[config.mk]
export PLATFORM = sky130hd
export DESIGN_NAME = lvd_ctrl_reg
export DESIGN_NICKNAME = d
export VERILOG_FILES = /design/src/rtl/lvd_reg_pkg.sv /design/src/rtl/lvd_cfg_unit.sv /design/src/rtl/lvd_flag_unit.sv /design/src/rtl/lvd_ctrl_reg.sv
export SDC_FILE = /design/constraint.sdc
export NUM_CORES = 1
export LEC_CHECK = 0
export ABC_AREA = 1
export BUFFER_PORTS_ARGS = -buffer_cell sky130_fd_sc_hd__buf_4
export CAP_MARGIN = 5
export CELL_PAD_IN_SITES_DETAIL_PLACEMENT = 0
export CELL_PAD_IN_SITES_GLOBAL_PLACEMENT = 2
export CORE_MARGIN = 8
export CORE_UTILIZATION = 22
export CTS_BUF_LIST = sky130_fd_sc_hd__clkbuf_4 sky130_fd_sc_hd__clkbuf_8
export DETAILED_ROUTE_END_ITERATION = 8
export PLACE_DENSITY_LB_ADDON = 0.1
export SLEW_MARGIN = 20
export SYNTH_ARGS = -nofsm -noshare
export SYNTH_HDL_FRONTEND = slang
export SYNTH_SLANG_ARGS = --single-unit
export TNS_END_PERCENT = 20
[constraint.sdc]
create_clock -name clk_i -period 0.95 [get_ports clk_i]
set_input_delay 0.1425 -clock clk_i [delete_from_list [all_inputs] [get_ports clk_i]]
set_output_delay 0.1425 -clock clk_i [all_outputs]
set_load 0.03 [all_outputs]
[src/rtl/lvd_reg_pkg.sv]
package lvd_reg_pkg;
  localparam int unsigned REG_W      = 8;
  localparam int unsigned FLAG_BIT   = 7;
  localparam int unsigned ACK_BIT    = 6;
  localparam int unsigned IE_BIT     = 5;
  localparam int unsigned CFG_LO     = 2;
  localparam int unsigned CFG_W      = 3;

  // field order matches bits 4..2
  typedef struct packed {
    logic rst_en;
    logic stop_en;
    logic det_en;
  } cfg_t;

  localparam cfg_t CFG_RST = '{rst_en: 1'b1, stop_en: 1'b1, det_en: 1'b1};
endpackage

[src/rtl/lvd_cfg_unit.sv]
module lvd_cfg_unit
  import lvd_reg_pkg::*;
(
  input  logic             clk_i,
  input  logic             rst_ni,
  input  logic             wr_en_i,
  input  logic [REG_W-1:0] wdata_i,
  output cfg_t             cfg_o,
  output logic             ie_o
);
  cfg_t cfg_q;
  logic lock_q;
  logic ie_q;

  always_ff @(posedge clk_i or negedge rst_ni) begin
    if (!rst_ni) begin
      cfg_q  <= CFG_RST;
      lock_q <= 1'b0;
      ie_q   <= 1'b0;
    end else if (wr_en_i) begin
      ie_q   <= wdata_i[IE_BIT];
      lock_q <= 1'b1;
      if (!lock_q) cfg_q <= cfg_t'(wdata_i[CFG_LO +: CFG_W]);
    end
  end

  assign cfg_o = cfg_q;
  assign ie_o  = ie_q;


  cfg_frozen_chk: assert property (@(posedge clk_i) disable iff (!rst_ni)
    lock_q |=> $stable(cfg_q));

  lock_hold_chk: assert property (@(posedge clk_i) disable iff (!rst_ni)
    lock_q |=> lock_q);

  ie_load_chk: assert property (@(posedge clk_i) disable iff (!rst_ni)
    wr_en_i |=> (ie_o == $past(wdata_i[IE_BIT])));
endmodule

[src/rtl/lvd_flag_unit.sv]
module lvd_flag_unit (
  input  logic clk_i,
  input  logic rst_ni,
  input  logic det_i,
  input  logic det_en_i,
  input  logic rst_en_i,
  input  logic ack_i,
  input  logic ie_i,
  output logic flag_o,
  output logic irq_o,
  output logic rst_req_o
);
  logic det_q, flag_q, irq_q, rst_req_q;
  logic evt;

  assign evt = det_i & ~det_q & det_en_i;

  always_ff @(posedge clk_i or negedge rst_ni) begin
    if (!rst_ni) begin
      det_q     <= 1'b0;
      flag_q    <= 1'b0;
      irq_q     <= 1'b0;
      rst_req_q <= 1'b0;
    end else begin
      det_q     <= det_i;
      // event wins over a same-cycle acknowledge
      if (evt)        flag_q <= 1'b1;
      else if (ack_i) flag_q <= 1'b0;
      irq_q     <= flag_q & ie_i;
      rst_req_q <= evt & rst_en_i;
    end
  end

  assign flag_o    = flag_q;
  assign irq_o     = irq_q;
  assign rst_req_o = rst_req_q;


  flag_set_chk: assert property (@(posedge clk_i) disable iff (!rst_ni)
    (det_i && !det_q && det_en_i) |=> flag_o);

  ack_clr_chk: assert property (@(posedge clk_i) disable iff (!rst_ni)
    (ack_i && !(det_i && !det_q && det_en_i)) |=> !flag_o);

  no_stray_set_chk: assert property (@(posedge clk_i) disable iff (!rst_ni)
    (!flag_o && !det_en_i) |=> !flag_o);

  irq_delay_chk: assert property (@(posedge clk_i) disable iff (!rst_ni)
    1'b1 |=> (irq_o == $past(flag_o && ie_i)));

  rst_req_pulse_chk: assert property (@(posedge clk_i) disable iff (!rst_ni)
    rst_req_o |=> !rst_req_o);
endmodule

[src/rtl/lvd_ctrl_reg.sv]
module lvd_ctrl_reg
  import lvd_reg_pkg::*;
(
  input  logic             clk_i,
  input  logic             rst_ni,
  input  logic             det_i,
  input  logic             sel_i,
  input  logic             wr_i,
  input  logic [REG_W-1:0] wdata_i,
  output logic [REG_W-1:0] rdata_o,
  output logic             flag_o,
  output logic             irq_o,
  output logic             rst_req_o,
  output logic             det_en_o,
  output logic             rst_en_o,
  output logic             stop_en_o
);
  logic wr_en, ack, ie, flag;
  cfg_t cfg;

  assign wr_en = sel_i & wr_i;
  assign ack   = wr_en & wdata_i[ACK_BIT];

  lvd_cfg_unit u_cfg (
    .clk_i   (clk_i),
    .rst_ni  (rst_ni),
    .wr_en_i (wr_en),
    .wdata_i (wdata_i),
    .cfg_o   (cfg),
    .ie_o    (ie)
  );

  lvd_flag_unit u_flag (
    .clk_i     (clk_i),
    .rst_ni    (rst_ni),
    .det_i     (det_i),
    .det_en_i  (cfg.det_en),
    .rst_en_i  (cfg.rst_en),
    .ack_i     (ack),
    .ie_i      (ie),
    .flag_o    (flag),
    .irq_o     (irq_o),
    .rst_req_o (rst_req_o)
  );

  // ack and bits below the config field read as zero
  always_comb begin
    rdata_o                  = '0;
    rdata_o[FLAG_BIT]        = flag;
    rdata_o[IE_BIT]          = ie;
    rdata_o[CFG_LO +: CFG_W] = cfg;
  end

  assign flag_o    = flag;
  assign det_en_o  = cfg.det_en;
  assign rst_en_o  = cfg.rst_en;
  assign stop_en_o = cfg.stop_en;


  rst_req_cause_chk: assert property (@(posedge clk_i) disable iff (!rst_ni)
    rst_req_o |-> (flag_o && $past(rst_en_o)));
endmodule

==> results.ini <==
[outcome]
status = finished, violations left
violations = setup timing

[cells_and_area]
antenna_cells = 0
regArea_um2 = 229
n_fill_cell = 190
utilization_pct = 36.7
multiInputGateArea_um2 = 110
layout.nets = 78
drive_above_1_share_pct = 46.9
stdcell_count = 89
syn_to_final_growth_pct = 57.5

[cts]
root_buffer = clkbuf_4
cts_tree = done
clock_latency_ns = 0.25
path_clk_slew_ns = 0.06
clock-sinks = 9
cts_buffer_depth = 2
htree_levels = 1
numCtsBuffers = 3

[pwr]
power.share.combinational_pct = 12.0
vdd_ir_drop_max_uv = 486
powerDensity_nw_per_um2 = 1280
switching_share_pct = 23.0
p_seq_share_pct = 48.9
cellLeakagePower_uw = 0.000330
power_frac_clock_pct = 39.1
power.switching_uw = 187
internal-power_uw = 624

[yosys]
yosys.area.top_type = dfrtp_1
ys_seq_elements = 9
yosysWarnings = 0
syn_inst = 42
ys_top_cells_by_area = dfrtp_1 (37%), dfstp_2 (20%), buf_4 (15%), nand2_1 (12%), nand4_1 (4.7%)
avgSynthCellArea_um2 = 9.59
synth_seq_area_share_pct = 56.8
synth_top_area_share_pct = 37.3
syn_area_um2 = 403
ys_types = 11

[setup_path]
crit_family = flip-flops
r2r_start = u_cfg.cfg_o[0]
critPathBufInv = 1
reg2reg_depth = 3
path_cells = buf_6
critPathKind = reg2out
path_max_fanout = 3
worst-path-stages = 1
end_kind = output pin
worstPathArrival_ns = 0.95
required_ns = 0.81
ff2ff_setup_slack_ns = 0.02
critPathMaxStageDelay_ns = 0.56
startpoint_type = flip-flop
crit_slowest_cell = dfstp_2
reg2reg_to = u_flag.rst_req_o

[floorplanning]
die_w_um = 58.8
chipHeight_um = 58.8
dieArea_um2 = 3460
rows = 15
initial_core_util_pct = 23.3
ios = 27
core-area_um2 = 1730

[route]
ant_nets = 0
routed_wl_um = 964
drt-pass1-iter-count = 2
remaining_drc_errors = 0
wl_per_cell_um = 10.8
via_per_inst = 3.67
drt_iter0_markers = 2
num_vias = 327

[sta]
worst_clock_skew_ns = 0.000894
fin_crit_ns = 1.09
setup_viol = 8
period_share_pct = 115
slew_viol_final = 0
clock.fmax_mhz = 919
rsz0062_at_grt = true
finalWorstSetupSlack_ns = -0.139
whs_ns = 0.109
final_hold_viol_count = 0
tns_ns = -0.871

[job]
maxCapViolCount = 0

[global_route]
grt_usage_pct = 5.99
grt_max_degree = 10
grt_pass1_wl_mm = 1.60
grt_antenna_before_repair = 0
grt_overflow = 0
grt_pass1_vias = 373

[min_path]
hold_end = u_cfg.ie_o
min-delay-start = wdata_i[5]
hold_depth = 3
hold_path_class = in2reg

[place]
dp.cells = 81
gp_congestion = 0.646
hpwl_um = 759
port-buffer-count = 20

==> cell usage after synthesis (all sizes together) <==
master  count
buf         8
dfrtp       6
nand4       3
nand3b      1
nand2      13
nor2        1
nand3       3
dfstp       3
inv         3
conb        1
==> flip-flops by register name (all words and copies together), names as in the netlist <==
name,count
u_cfg.cfg_o,3
u_cfg.lock_q,1
u_flag.rst_req_o,1
u_cfg.ie_o,1
u_flag.irq_o,1
u_flag.det_q,1
u_flag.flag_o,1
==> per-stage QoR <==
stage,setup WS (ns),instance area [um^2],total power [uW]
after floorplan,-0.000554,414,453
after global placement,0.110,532,492
after detailed placement,0.105,532,492
after CTS,-0.153,631,830
after global routing,-0.186,634,864
final,-0.139,634,811
==> worst max path at each step <==
stage,start,slack [ns],endpoint
2_1_floorplan,u_cfg.cfg_o[2],-0.0006,rdata_o[4]
3_3_place_gp,u_cfg.cfg_o[0],0.11,rdata_o[2]
3_5_place_dp,u_cfg.cfg_o[0],0.11,rdata_o[2]
4_1_cts,u_cfg.cfg_o[1],-0.15,stop_en_o
5_1_grt,u_cfg.cfg_o[0],-0.19,det_en_o
6_report,u_cfg.cfg_o[2],-0.14,rdata_o[4]
==> cell families after synthesis <==
group | Yosys count | share of synthesized area, %
and+or+nand+nor | 21 | 24.5
buffers and inverters | 11 | 17.7
DFF | 9 | 56.8
other | 1 | 0.931
==> timing repair <==
action,in CTS,in global routing
setup buffers,2,0
endpoints found under the setup margin,9,12
hold endpoints to repair,10,0
gates resized for setup,9,1
cloned,0,0
hold buffers,2,0
==> final cells by class <==
| type | instances | share of cell area [%] |
|---|---|---|
| clock buffer | 4 | 4.73 |
| inverter | 3 | 1.78 |
| multi-input combinational | 24 | 17.4 |
| sequential | 9 | 36.1 |
| tap | 25 | 4.93 |
| timing repair buffer | 24 | 35.1 |
==> routing by layer <==
metal	wire (um)	vias to the layer above	track usage (%)
li1	-	167	-
met1	446	144	7.23
met2	409	16	7.94
met3	108	0	3.70
met4	0	0	3.07
met5	0	-	0
==> power groups by stage <==
stage               Combinational (uW)  Sequential, uW  Clock [uW]
finish                            97.6             397         317
global route                       107             398         359
CTS                               99.2             397         333
detailed placement                88.9             403           0
global placement                  89.6             403           0
floorplan                         51.7             401           0
==> cells in the final DEF, fill, tap and decap left out, drive strengths merged <==
| master | n |
|---|---|
| dlygate4sd3 | 2 |
| nand2 | 13 |
| clkbuf | 4 |
| inv | 3 |
| dfrtp | 6 |
| dfstp | 3 |
| nor2 | 1 |
| buf | 22 |
| conb | 3 |
| nand3b | 1 |
| nand3 | 3 |
| nand4 | 3 |
Note: power is estimated with default switching activity, not from simulation.
